`config.mk`:
```
export PLATFORM = sky130hd
export DESIGN_NAME = rtc_update_engine
export DESIGN_NICKNAME = d
export VERILOG_FILES = /design/src/rtl/rtc_pkg.sv /design/src/rtl/rtc_prescaler.sv /design/src/rtl/rtc_advance.sv /design/src/rtl/rtc_time_bank.sv /design/src/rtl/rtc_update_engine.sv
export SDC_FILE = /design/constraint.sdc
export NUM_CORES = 1
export LEC_CHECK = 0
export BUFFER_PORTS_ARGS = -buffer_cell sky130_fd_sc_hd__buf_2
export CELL_PAD_IN_SITES_DETAIL_PLACEMENT = 1
export CELL_PAD_IN_SITES_GLOBAL_PLACEMENT = 1
export CORE_ASPECT_RATIO = 0.9
export CORE_UTILIZATION = 51
export CTS_BUF_LIST = sky130_fd_sc_hd__clkbuf_8
export DETAILED_ROUTE_END_ITERATION = 7
export PLACE_DENSITY = 0.91
export RECOVER_POWER = 100
export SLEW_MARGIN = 20
export SYNTH_ARGS = -nofsm -noshare
export SYNTH_HDL_FRONTEND = slang
export SYNTH_SLANG_ARGS = --single-unit
```
`constraint.sdc`:
```
create_clock -name clk -period 11.83 [get_ports clk]
set_input_delay 2.366 -clock clk [delete_from_list [all_inputs] [get_ports clk]]
set_output_delay 2.366 -clock clk [all_outputs]
set_load 0.005 [all_outputs]
```
`src/rtl/rtc_pkg.sv`:
```
package rtc_pkg;
  localparam int NFIELD = 7;
  localparam int BYTE_W = 8;
  localparam int IX_SEC = 0;
  localparam int IX_MIN = 1;
  localparam int IX_HR  = 2;
  localparam int IX_DOW = 3;
  localparam int IX_DAT = 4;
  localparam int IX_MON = 5;
  localparam int IX_YR  = 6;

  typedef logic [NFIELD-1:0][BYTE_W-1:0] bank_t;

  // decode a stored byte into a plain count 0..99
  function automatic logic [6:0] fdec(input logic [7:0] b, input logic bin);
    logic [6:0] t;
    if (bin) t = b[6:0];
    else     t = 7'(b[7:4]) * 7'd10 + 7'(b[3:0]);
    return t;
  endfunction

  // encode a plain count 0..99 into the selected byte format
  function automatic logic [7:0] fenc(input logic [6:0] v, input logic bin);
    logic [6:0] tens;
    logic [6:0] ones;
    tens = v / 7'd10;
    ones = v % 7'd10;
    if (bin) return {1'b0, v};
    return {tens[3:0], ones[3:0]};
  endfunction

  function automatic logic [6:0] month_len(input logic [6:0] mon, input logic [6:0] yr);
    if (mon == 7'd2) return (yr[1:0] == 2'b00) ? 7'd29 : 7'd28;
    if (mon == 7'd4 || mon == 7'd6 || mon == 7'd9 || mon == 7'd11) return 7'd30;
    return 7'd31;
  endfunction

  function automatic logic [7:0] fld_reset(input int idx);
    if (idx == IX_DOW || idx == IX_DAT || idx == IX_MON) return 8'h01;
    return 8'h00;
  endfunction
endpackage

```
`src/rtl/rtc_prescaler.sv`:
```
module rtc_prescaler #(
  parameter int TICK_DIV = 32768,
  parameter int UIP_LEAD = 8
) (
  input  logic       clk,
  input  logic       rst_n,
  input  logic       tick_en,
  input  logic [2:0] div_ctl,
  input  logic       set_hold,
  output logic       fire,
  output logic       uip
);
  localparam int CNT_W = (TICK_DIV > 2) ? $clog2(TICK_DIV) : 1;
  localparam logic [CNT_W-1:0] LAST = CNT_W'(TICK_DIV - 1);
  localparam logic [CNT_W-1:0] HALF = CNT_W'(TICK_DIV / 2);
  localparam logic [CNT_W-1:0] WARN = CNT_W'(TICK_DIV - UIP_LEAD);

  logic [CNT_W-1:0] cnt_q;
  logic run, clr;

  assign run = (div_ctl == 3'b010);
  assign clr = (div_ctl[2:1] == 2'b11);

  always_ff @(posedge clk or negedge rst_n) begin
    if (!rst_n)            cnt_q <= '0;
    else if (clr)          cnt_q <= HALF;
    else if (run && tick_en) cnt_q <= (cnt_q == LAST) ? '0 : cnt_q + 1'b1;
  end

  assign fire = run && tick_en && !set_hold && (cnt_q == LAST);
  assign uip  = run && !set_hold && (cnt_q >= WARN);

  p_clear_half_r8: assert property (@(posedge clk) disable iff (!rst_n)
    clr |=> (cnt_q == HALF));
  p_frozen_r8: assert property (@(posedge clk) disable iff (!rst_n)
    (!run && !clr) |=> $stable(cnt_q));
  p_uip_drop_r9: assert property (@(posedge clk) disable iff (!rst_n)
    fire |=> !uip);
endmodule

```
`src/rtl/rtc_advance.sv`:
```
module rtc_advance
  import rtc_pkg::*;
(
  input  bank_t cur,
  input  logic  bin_mode,
  input  logic  hour24,
  output bank_t nxt
);
  logic [6:0] s, mi, hr, dw, dt, mo, yr, mlen, h12;
  logic [7:0] htmp;
  logic pm, c_min, c_hr, c_day, c_mon;

  always_comb begin
    nxt   = cur;
    s     = fdec(cur[IX_SEC], bin_mode);
    mi    = fdec(cur[IX_MIN], bin_mode);
    hr    = fdec({1'b0, cur[IX_HR][6:0]}, bin_mode);
    pm    = cur[IX_HR][7];
    dw    = fdec(cur[IX_DOW], bin_mode);
    dt    = fdec(cur[IX_DAT], bin_mode);
    mo    = fdec(cur[IX_MON], bin_mode);
    yr    = fdec(cur[IX_YR], bin_mode);
    mlen  = month_len(mo, yr);
    c_min = (s >= 7'd59);
    c_hr  = c_min && (mi >= 7'd59);
    c_day = 1'b0;
    h12   = 7'd1;
    htmp  = 8'h00;

    nxt[IX_SEC] = fenc(c_min ? 7'd0 : s + 7'd1, bin_mode) & 8'h7F;
    if (c_min) nxt[IX_MIN] = fenc(c_hr ? 7'd0 : mi + 7'd1, bin_mode);

    if (c_hr) begin
      if (hour24) begin
        c_day      = (hr >= 7'd23);
        nxt[IX_HR] = fenc(c_day ? 7'd0 : hr + 7'd1, bin_mode);
      end else begin
        if (hr == 7'd11)      h12 = 7'd12;
        else if (hr >= 7'd12) h12 = 7'd1;
        else                  h12 = hr + 7'd1;
        htmp       = fenc(h12, bin_mode);
        c_day      = (hr == 7'd11) && pm;
        nxt[IX_HR] = {(hr == 7'd11) ? ~pm : pm, htmp[6:0]};
      end
    end

    c_mon = c_day && (dt >= mlen);
    if (c_day) begin
      nxt[IX_DOW] = fenc((dw >= 7'd7) ? 7'd1 : dw + 7'd1, bin_mode);
      nxt[IX_DAT] = fenc(c_mon ? 7'd1 : dt + 7'd1, bin_mode);
    end
    if (c_mon) begin
      nxt[IX_MON] = fenc((mo >= 7'd12) ? 7'd1 : mo + 7'd1, bin_mode);
      if (mo >= 7'd12) nxt[IX_YR] = fenc((yr >= 7'd99) ? 7'd0 : yr + 7'd1, bin_mode);
    end
  end
endmodule

```
`src/rtl/rtc_time_bank.sv`:
```
module rtc_time_bank
  import rtc_pkg::*;
(
  input  logic       clk,
  input  logic       rst_n,
  input  logic       fire,
  input  logic       uip,
  input  logic       set_hold,
  input  logic       bin_mode,
  input  logic       hour24,
  input  logic       wr_en,
  input  logic [2:0] wr_sel,
  input  logic [7:0] wr_data,
  output bank_t      fields
);
  bank_t nxt;

  rtc_advance u_adv (
    .cur      (fields),
    .bin_mode (bin_mode),
    .hour24   (hour24),
    .nxt      (nxt)
  );

  for (genvar i = 0; i < NFIELD; i++) begin : g_fld
    logic [7:0] q;
    logic       hit;
    assign hit = set_hold && wr_en && (wr_sel == 3'(i));
    always_ff @(posedge clk or negedge rst_n) begin
      if (!rst_n)     q <= fld_reset(i);
      else if (hit)   q <= (i == IX_SEC) ? {1'b0, wr_data[6:0]} : wr_data;
      else if (fire)  q <= nxt[i];
    end
    assign fields[i] = q;
  end

  p_sec_msb_r11: assert property (@(posedge clk) disable iff (!rst_n)
    fields[IX_SEC][7] == 1'b0);
  p_hold_still_r10: assert property (@(posedge clk) disable iff (!rst_n)
    ($past(set_hold) && !$past(wr_en)) |-> $stable(fields));
  p_warned_r9: assert property (@(posedge clk) disable iff (!rst_n)
    ((fields[IX_SEC] != $past(fields[IX_SEC])) && !$past(set_hold)) |-> $past(uip));
  p_month_ok_r7: assert property (@(posedge clk) disable iff (!rst_n)
    !set_hold |-> (fdec(fields[IX_MON], bin_mode) >= 7'd1 && fdec(fields[IX_MON], bin_mode) <= 7'd12));
endmodule

```
`src/rtl/rtc_update_engine.sv`:
```
module rtc_update_engine
  import rtc_pkg::*;
#(
  parameter int TICK_DIV = 32768,
  parameter int UIP_LEAD = 8
) (
  input  logic       clk,
  input  logic       rst_n,
  input  logic       tick_en,
  input  logic [2:0] div_ctl,
  input  logic       set_hold,
  input  logic       bin_mode,
  input  logic       hour24,
  input  logic       wr_en,
  input  logic [2:0] wr_sel,
  input  logic [7:0] wr_data,
  output logic [7:0] sec_o,
  output logic [7:0] min_o,
  output logic [7:0] hour_o,
  output logic [7:0] dow_o,
  output logic [7:0] date_o,
  output logic [7:0] month_o,
  output logic [7:0] year_o,
  output logic       uip_o
);
  logic  fire, uip;
  bank_t fields;

  rtc_prescaler #(.TICK_DIV(TICK_DIV), .UIP_LEAD(UIP_LEAD)) u_pre (
    .clk      (clk),
    .rst_n    (rst_n),
    .tick_en  (tick_en),
    .div_ctl  (div_ctl),
    .set_hold (set_hold),
    .fire     (fire),
    .uip      (uip)
  );

  rtc_time_bank u_bank (
    .clk      (clk),
    .rst_n    (rst_n),
    .fire     (fire),
    .uip      (uip),
    .set_hold (set_hold),
    .bin_mode (bin_mode),
    .hour24   (hour24),
    .wr_en    (wr_en),
    .wr_sel   (wr_sel),
    .wr_data  (wr_data),
    .fields   (fields)
  );

  assign sec_o   = fields[IX_SEC];
  assign min_o   = fields[IX_MIN];
  assign hour_o  = fields[IX_HR];
  assign dow_o   = fields[IX_DOW];
  assign date_o  = fields[IX_DAT];
  assign month_o = fields[IX_MON];
  assign year_o  = fields[IX_YR];
  assign uip_o   = uip;
endmodule

```
==> flow_summary.ini <==
[setup_path]
crit_path_max_incr_delay_ns = 2.25
end_kind = register
required_ns = 12.11
critPathBufInv = 6
path_max_fanout = 63
slowest_stage = clkbuf_1
critPathArrivalTime_ns = 9.54
crit_family = buffers and inverters
start_kind = input port
criticalPathCategory = in2reg
crit_chain = buf_4 > clkbuf_1 > inv_2 > mux2i_1 > a21oi_1 > a311oi_2 > nand2_1 > inv_1 > ha_1 > inv_1 > a211o_1 > a21oi_1 > nand2_1 > a21oi_1 > a31oi_1 > ha_1 > inv_1 > o221ai_1 > a31oi_1 > mux2_1 > o31ai_1

[placed_design]
portBuffers = 76
dp_hpwl_mm = 21.9
place_area_um2 = 9150
place_congestion = 0.952
placed_cells = 1342

[yosys]
synthArstFlopShare = 1.00
ys_ff_latch = 70
synthTopCellsByArea = dfrtp_1 19%, ha_1 9.6%, nand2_1 5.6%
synth_ff_type = dfrtp_1
synthSimpleGateAreaFrac = 0.251
synth_edf_count = 0
synth_area_per_cell_um2 = 7.92
synth_cell_type_count = 100
yosys.area.top_type = dfrtp_1
synth_nets = 1201
synth-compound-area-share = 0.272
muxShareOfSynthArea = 0.0408
ys_top_cells_by_count = 130 x nand2_1, 87 x nor2_1, 67 x a21oi_1, 67 x dfrtp_1, 67 x ha_1
synth_top_area_frac = 0.192
synth_fa_ha_area_frac = 0.125
seq_area_frac_synth = 0.201
synth.most_common_cell = nand2_1
synthXorXnorAreaFrac = 0.0581
synth_top_family_by_area = compound AO/OA/AOI/OAI gates
syn_area_um2 = 8720
synthCells = 1101
synth_warnings = 0

[clocking]
clkTransAtPathRegs_ns = 0.08
cts_buffers = 9
postCtsSetupRepairBufs = 0
insertion_delay_ns = 0.39
cts_buffer_depth = 2
cts_sinks = 70
cts-resized-gates = 0
tritoncts = done
cts_root_buf = clkbuf_8
cts_max_level = 3
ctsHoldBuffers = 0

[global_route]
grt_pass1_vias = 9307
grt_pass1_wl_mm = 48.5
overflow = 0
grt_max_degree = 71
grtUsageTotal = 0.342
antenna_found_initial = 0

[detailed_routing]
detail-route-antenna-nets = 0
wl_met2_mm = 13.9
routed_wl_mm = 29.5
firstDrtPassIters = 6
drc = 0
drt-met1-wl_mm = 12.5
wl_met3_mm = 1.97
vias = 9191
wire_per_inst_um = 21.7
vias_per_cell = 6.77
drt_iter0_drc = 654
highest_layer = met4

[sta]
fin_crit_ns = 9.25
fmax_mhz = 108
slew_violations = 135
skew_ns = 0.0216
grt_setup_unrepaired = false
post-route-period-util = 0.782
finalSetupTns_ns = 0
worst_slew_pin_slew_ns = 4.18
relSlewSlack = -1.79
finalSetupViolCount = 0
hold_viol = 0

[outcome]
violations = capacitance limit, slew limit
status = finished, violations left

[layout]
nets = 1246
syn2layout_area_growth_pct = 6.85
post-route-util = 0.568
antenna_cells = 0
instances_no_fill = 1358
stdcell_area_um2 = 9320
drive_gt1_frac = 0.109

[run]
drv_cap = 2

[pwr]
finalPower_mw = 1.99
p_per_area_nw_per_um2 = 213
p_leak_nw = 4.04
ir_drop_uv = 116

[floorplanning]
ios = 78
num_rows = 44
die-height_um = 126
dieArea_um2 = 17600
chipWidth_um = 140
start_util = 0.531
core_area_um2 = 16400

[worst_hold_path]
hold_path_class = reg2reg
==> worst register-to-register path: cells and delay by family, from the launching register on <==
family	cells	cell delay (ns)
adder cells (fa/ha/maj)	4	1.46
AO/OA/AOI/OAI	7	2.04
AND/OR/NAND/NOR	4	1.40
flip-flops	1	0.52
multiplexers	2	0.49
==> flip-flops by register name, summed over array words and instances (netlist names) <==
name	flops
u_bank.g_fld.q	55
u_pre.cnt_q	15
==> metal layers <==
metal,up-vias,GRT usage
li1,4224,-
met1,4506,0.438
met2,381,0.580
met3,80,0.0433
met4,0,0.143
met5,-,0
==> final cells by class <==
| cell class | instances | area (um^2) |
|---|---|---|
| clock buffers | 10 | 138 |
| inverters | 45 | 169 |
| clock inverters | 6 | 86.3 |
| flip-flops and latches | 70 | 1760 |
| well taps | 207 | 259 |
| fillers | 2109 | 7090 |
| multi-input cells | 935 | 6480 |
| repair buffers | 85 | 425 |
==> worst paths after layout <==
check / from / endpoint / slack, ns / depth (start not counted)
worst max-delay path: bin_mode / u_bank.g_fld[0].q[2] / 2.58 / 21
worst min-delay path: u_pre.cnt_q[11] / u_pre.cnt_q[11] / 0.51 / 1
worst max register to register: u_bank.g_fld[1].q[5] / u_bank.g_fld[1].q[2] / 5.83 / 17
worst min register to register: u_pre.cnt_q[11] / u_pre.cnt_q[11] / 0.51 / 1
max in group asynchronous: rst_n / u_bank.g_fld[4].q[3] / 6.01 / 1
min in group asynchronous: rst_n / u_pre.cnt_q[1] / 3.44 / 1
==> cell families (layout without fill, tap and decap cells) <==
family,Yosys count,in the layout
AOI/OAI and AO/OA,330,330
muxes,33,33
adders and majority gates,80,80
other,1,1
buffers and inverters,96,146
xor gates and xnor gates,57,57
and+or+nand+nor,434,434
DFF,70,70
==> cell usage in the layout (no fill, tap or decap), types with 12 or more instances in the layout <==
cell type    n
clkbuf_1    16
a31oi_1     19
fa_1        12
xor2_1      29
buf_2       58
a22oi_1     17
o21ai_0     67
nor3_1      32
nor4_1      13
nand2_1    130
a21oi_1     68
inv_1       45
and3_1      18
nand3_1     37
xnor2_1     27
dfrtp_1     67
mux2i_1     19
nand4_1     16
or3_1       14
nor2_1      87
ha_1        67
==> stage by stage <==
stage	hold slack [ns]	setup WS [ns]
finish	0.513	2.58
global route	0.541	1.92
CTS	0.526	4.37
detailed placement	0.505	3.99
global placement	0.477	4.47
floorplan	0.445	5.28
==> where the power goes <==
part           switching [mW]  internal, mW
combinational           0.854         0.538
sequential             0.0813         0.279
clock                   0.110         0.124
No activity file was read; power rests on OpenSTA's default activity.
